### config.mk
export PLATFORM = sky130hd
export DESIGN_NAME = flash_addr_mapper
export DESIGN_NICKNAME = d
export VERILOG_FILES = /design/src/rtl/flash_addr_mapper.sv
export SDC_FILE = /design/constraint.sdc
export NUM_CORES = 1
export LEC_CHECK = 0
export BUFFER_PORTS_ARGS = -buffer_cell sky130_fd_sc_hd__buf_4
export CAP_MARGIN = 15
export CORE_MARGIN = 4
export CORE_UTILIZATION = 39
export CTS_BUF_LIST = sky130_fd_sc_hd__clkbuf_4 sky130_fd_sc_hd__clkbuf_8
export CTS_CLUSTER_SIZE = 10
export DETAILED_ROUTE_END_ITERATION = 6
export GPL_ROUTABILITY_DRIVEN = 0
export HOLD_SLACK_MARGIN = 0.15
export PLACE_DENSITY = 0.89
export SETUP_SLACK_MARGIN = 0.3
export SYNTH_ARGS = -nofsm -noshare
export SYNTH_HDL_FRONTEND = slang
export SYNTH_SLANG_ARGS = --single-unit
### constraint.sdc
create_clock -name clk -period 3.5 [get_ports clk]
set_clock_uncertainty 0.15 [all_clocks]
set_input_delay 0.175 -clock clk [delete_from_list [all_inputs] [get_ports clk]]
set_output_delay 0.175 -clock clk [all_outputs]
set_load 0.01 [all_outputs]
### src/rtl/flash_addr_mapper.sv
module flash_addr_mapper #(
  parameter int FLASH_KB = 64,
  parameter int PAGE_WW  = 6,
  localparam int AW  = $clog2(FLASH_KB * 512),
  localparam int BW  = AW - 14,
  localparam int BSW = (BW > 0) ? BW : 1,
  localparam int PW  = AW + 1
) (
  input  logic             clk,
  input  logic             rst_n,
  input  logic [PW-1:0]    cs_ptr,
  input  logic             cs_rd,
  input  logic             prog_start,
  input  logic             prog_done,
  input  logic [15:0]      d_addr,
  input  logic             d_re,
  input  logic             d_we,
  input  logic [7:0]       d_wdata,
  input  logic [BSW-1:0]   blk_sel,
  output logic             d_hit,
  output logic [AW-1:0]    arr_addr,
  output logic             arr_re,
  output logic             arr_we,
  output logic [1:0]       arr_be,
  output logic [15:0]      arr_wdata,
  input  logic [15:0]      arr_rdata,
  output logic             rd_valid,
  output logic             rd_src,
  output logic [7:0]       rd_data,
  output logic             prog_busy,
  output logic             prog_err,
  output logic [AW-1:0]    prog_addr,
  output logic [AW-PAGE_WW-1:0] prog_page,
  output logic [PAGE_WW-1:0]    prog_word
);

  logic [AW-1:0] win_addr;
  logic          cs_take;
  logic          rd_lane;
  logic          accept;

  generate
    if (BW > 0) begin : g_blk
      assign win_addr = {blk_sel, d_addr[14:1]};
    end else begin : g_flat
      logic unused_blk;
      assign unused_blk = ^blk_sel;
      assign win_addr = d_addr[14:1];
    end
  endgenerate

  assign d_hit     = d_addr[15] & (d_re | d_we);
  assign cs_take   = cs_rd & ~d_hit;
  assign arr_addr  = d_hit ? win_addr : cs_ptr[PW-1:1];
  assign arr_re    = (d_hit & d_re & ~d_we) | cs_take;
  assign arr_we    = d_hit & d_we;
  assign arr_be    = d_addr[0] ? 2'b10 : 2'b01;
  assign arr_wdata = {d_wdata, d_wdata};

  always_ff @(posedge clk or negedge rst_n) begin
    if (!rst_n) begin
      rd_valid <= 1'b0;
      rd_src   <= 1'b0;
      rd_lane  <= 1'b0;
    end else begin
      rd_valid <= arr_re;
      rd_src   <= d_hit;
      rd_lane  <= d_hit ? d_addr[0] : cs_ptr[0];
    end
  end

  assign rd_data = rd_lane ? arr_rdata[15:8] : arr_rdata[7:0];

  assign accept = prog_start & ~prog_busy;

  always_ff @(posedge clk or negedge rst_n) begin
    if (!rst_n) begin
      prog_busy <= 1'b0;
      prog_err  <= 1'b0;
      prog_addr <= '0;
    end else if (accept) begin
      prog_busy <= 1'b1;
      prog_err  <= 1'b0;
      prog_addr <= cs_ptr[PW-1:1];
    end else begin
      if (prog_start) prog_err <= 1'b1;
      if (prog_done)  prog_busy <= 1'b0;
    end
  end

  assign prog_word = prog_addr[PAGE_WW-1:0];
  assign prog_page = prog_addr[AW-1:PAGE_WW];

  a_r3_no_low_write: assert property (@(posedge clk) disable iff (!rst_n)
    !d_addr[15] |-> !arr_we);
  a_r2_valid_after_req: assert property (@(posedge clk) disable iff (!rst_n)
    rd_valid |-> $past(arr_re));
  a_r6_single_lane: assert property (@(posedge clk) disable iff (!rst_n)
    arr_we |-> $countones(arr_be) == 1);
  a_r8_latch_held: assert property (@(posedge clk) disable iff (!rst_n)
    (prog_busy && $past(prog_busy)) |-> $stable(prog_addr));
  a_r9_reject_busy: assert property (@(posedge clk) disable iff (!rst_n)
    (prog_start && prog_busy) |=> (prog_err && $stable(prog_addr)));
  a_r10_done_clears: assert property (@(posedge clk) disable iff (!rst_n)
    (prog_done && prog_busy && !prog_start) |=> !prog_busy);
  a_r11_data_wins: assert property (@(posedge clk) disable iff (!rst_n)
    (d_hit && cs_rd) |=> !(rd_valid && !rd_src));

endmodule

Yosys cells after proc, flatten, opt, wreduce, memory -nomap -nowiden
Index checks and enable logic that the tools add are counted.
{"block": "word_totals", "register_bits": 20, "inputBits": 64, "wordCells": 27}
{"block": "op_classes", "muxes": 8, "n_bitwise": 11, "reduce_logical": 2}
{"cell": "15-bit two-way mux", "n": 1}
{"cell": "8-bit two-way mux", "n": 1}
{"cell": "1-bit AND", "n": 6}
{"cell": "1-bit two-way mux", "n": 5}
{"cell": "2-bit nonzero test", "n": 2}
{"cell": "1-bit inverter", "n": 3}
{"cell": "2-bit two-way mux", "n": 1}
{"cell": "1-bit bitwise OR", "n": 2}

Depth between registers and ports, before layout
{"block": "logic_depth", "depth_word": 5, "depth_mapped": 4}

Worst setup path before layout
No wires, ideal clock.
{"block": "synth_path", "path_kind": "register -> register", "start": "register prog_busy", "end": "register prog_addr[14]", "setup_time_ns": 0.125, "arrival_time_ns": 1.105, "path_slack_ns": 2.120, "path_stages_with_launch": 5, "path_buffers": 2, "path_cell_list": "dfrtp_1 > nand2b_4 > buf_6 > buf_12 > mux2_4"}
{"block": "synth_via", "elab_chain_len": 2}
{"element": "from (decl)", "line_no": "30", "source": "output logic prog_busy,"}
{"element": "from (signal assigned)", "line_no": "78", "source": "prog_busy <= 1'b0;"}
{"element": "from (signal assigned)", "line_no": "82", "source": "prog_busy <= 1'b1;"}
{"element": "from (signal assigned)", "line_no": "87", "source": "if (prog_done) prog_busy <= 1'b0;"}
{"element": "1-bit inverter", "line_no": "74", "source": "assign accept = prog_start & ~prog_busy;"}
{"element": "1-bit AND", "line_no": "74"}
{"element": "to (signal assigned)", "line_no": "84", "source": "prog_addr <= cs_ptr[PW-1:1];"}
{"element": "to (decl)", "line_no": "32", "source": "output logic [AW-1:0] prog_addr,"}
Every way passes these cells.
A chain may end at the register's enable or synchronous reset.

Worst setup path in the final report
{"block": "layout_path", "start": "input port cs_rd", "end": "register rd_valid"}
{"block": "layout_via", "elab_chain_len": 2}
{"element": "from (decl)", "line_no": "12", "source": "input logic cs_rd,"}
{"element": "1-bit AND", "line_no": "53", "source": "assign cs_take = cs_rd & ~d_hit;"}
{"element": "1-bit bitwise OR", "line_no": "55", "source": "assign arr_re = (d_hit & d_re & ~d_we) | cs_take;"}
{"element": "to (signal assigned)", "line_no": "66", "source": "rd_valid <= arr_re;"}
{"element": "to (decl)", "line_no": "27", "source": "output logic rd_valid,"}
Every way passes these cells.

==> metrics.txt <==
Slew Viols, Final=0; Post-Syn Area=between 1000 and 1500 µm²; final non-filler cell total=approximately 260; global route overflow=0; largest net degree at the start of global routing=21; Initial Util=42.3%; fin crit period=2.06 ns; Setup Total Neg Slack=0 ns; CTS tree=built; Max Fclk=approximately 490 MHz; RSZ-0062 raised after global routing=no; HPWL after detailed placement=around 3000 µm; post-layout net count=between 200 and 300; final WL=~4100 µm; Die H=about 66 µm; # H-tree levels=1; Routed WL per cell=15.7 µm; Slew @ Worst Pin=0.900 ns; vias in the first global route=between 1000 and 1500; Pleak=between 1 and 1.5 nW; final hold violations=0; area grow syn2layout=69.1%; initial antenna violation count=0; die area=4420 µm²; yosys synthesis warning count=0; Post-Synthesis Mean Instance Area=12.7 µm²; worst-skew pair later-pin latency=0.29 ns; Max VDD drop=~0.20 mV; max incr delay on CP=~0.56 ns; top-count cell post-synth=buf_4; slew margin rel.=39.8%; CTS root buffer=clkbuf_4; Gates resized, CTS repair=0; Cell Count Post-Placement=230; area of the core=roughly 3200 µm²; Area contributors post-synth=dfrtp_1 38%, mux2_2 26%, buf_4 18%; Distinct cells, synth=14; drt pass-1 iters=2; post-synth top area share=37.5%; most frequent CP cell=dlygate4sd3_1; hold_buf cts=24; EDFF count, synth=0; WP data arrival=roughly 2.1 ns; Hold WC Path Type=input pin to register; Critical Path RT=~3.5 ns; Post-CTS Repair Setup Buffers=0; FF+latch count, synth=20; clk slew on worst S/H paths=0.11 ns; period utilization=58.9%; GRT Total Usage=approximately 17%; final setup fails=0; cts bufs inserted=3; Syn Inst Count=105; critical path startpoint category=input pin; I/O pin total=roughly 140; Net Count, Synth=roughly 170; # fillers=around 240; status=completed; Setup CP Type=input pin to register; DRC viols=0; diode count=0; Vias/cell=about 4.6; CP Max Fanout=2; First DRT Iteration DRCs=28; Detail Route Antenna Nets=0; Sink Count=20; chip width=66.5 µm; CP Cell Sequence=dlygate4sd3_1, buf_4, a21oi_1, dlygate4sd3_1, nor2_1, dlygate4sd3_1; most area-hungry cell type in the Yosys netlist=dfrtp_1; ys async rst share=100%; I/O Buffers=roughly 120; Max Root-Sink Buffers=2; first-pass GRT wire length=between 5000 and 6000 µm; Crit-path slowest cell=dlygate4sd3_1; via count=about 1200; pwr/cell area=385 nW/µm²; top cells by count, synth=32 x buf_4, 31 x mux2_2, 20 x dfrtp_1; Rows=20; Setup crit end kind=register; share of cells above drive strength 1=roughly three quarters; main flop type after synthesis=dfrtp_1; sequential element share of the synthesized area=between 30 and 40%; Max Cap Viol=0
report_power, final:
part | internal, mW | switching [mW]
Sequential | 0.277 | 0.0422
Combinational | 0.264 | 0.155
Clock | 0.0633 | 0.0675
cell usage in the layout, fill, tap and decap left out:
| cell type | count |
|---|---|
| clkbuf_4 | 3 |
| mux2_2 | 31 |
| clkbuf_8 | 1 |
| dlygate4sd3_1 | 24 |
| dfrtp_1 | 20 |
| mux2_4 | 9 |
| nand2b_4 | 1 |
| nor2_1 | 1 |
| and2_1 | 1 |
| a21oi_1 | 1 |
| o21ai_0 | 1 |
| inv_1 | 3 |
| buf_4 | 117 |
| o21ai_4 | 1 |
final timing paths:
kind	from	to	slack [ns]	cells past startpoint
setup / recovery	cs_rd	rd_valid	1.44	6
hold / removal	d_re	rd_src	0.15	3
setup reg to reg	prog_busy	prog_addr[13]	2.16	2
hold reg to reg	prog_err	prog_err	0.40	1
max in group asynchronous	rst_n	rd_lane	1.73	3
min in group asynchronous	rst_n	prog_addr[0]	0.92	3
critical path, delay by kind of cell:
family / cells / cell delay, ns
buffers and inverters: 4 / 1.78
and+or+nand+nor: 1 / 0.05
AOI/OAI and AO/OA: 1 / 0.10
sequential cells by signal, indices dropped and copies added (netlist names):
name and cells:
rd_src 1, prog_err 1, prog_addr 15, rd_lane 1, prog_busy 1, rd_valid 1
stage by stage:
step	cell area, µm²	util, %	hold slack [ns]	worst slack [ns]	power [mW]
after CTS	2260	71.5	0.153	1.46	0.879
after global placement	1980	62.8	-0.0853	1.85	0.714
after detailed placement	1980	62.8	-0.0809	1.83	0.723
final	2260	71.5	0.152	1.44	0.869
after floorplan	1330	-	-0.271	2.12	0.557
after global routing	2260	71.5	0.182	1.38	0.917
logic make-up (layout without fill, tap and decap cells):
kind of cell,Yosys count,in the layout,synth area share (%)
simple gates,3,3,1.78
mux,40,40,36.3
buf+inv,39,148,22.4
flops,20,20,37.5
compound gates,3,3,1.97
area by class of cell:
class / instances / area, µm² / area share (%)
clock buffers: 4 / 36.3 / 1.61
inverters: 3 / 11.3 / 0.499
multi-input cells: 46 / 534 / 23.7
flip-flops and latches: 20 / 500 / 22.2
well taps: 44 / 55.1 / 2.44
repair buffers: 141 / 1120 / 49.6
metal layers:
metal / share of wire, % / GRT usage [%]
met3: 10 / 4.38
met4: 2.4 / 6.85
met1: 30 / 15.1
met2: 57 / 36.1
met5: 0 / 0
(Power assumes the default switching activity.)
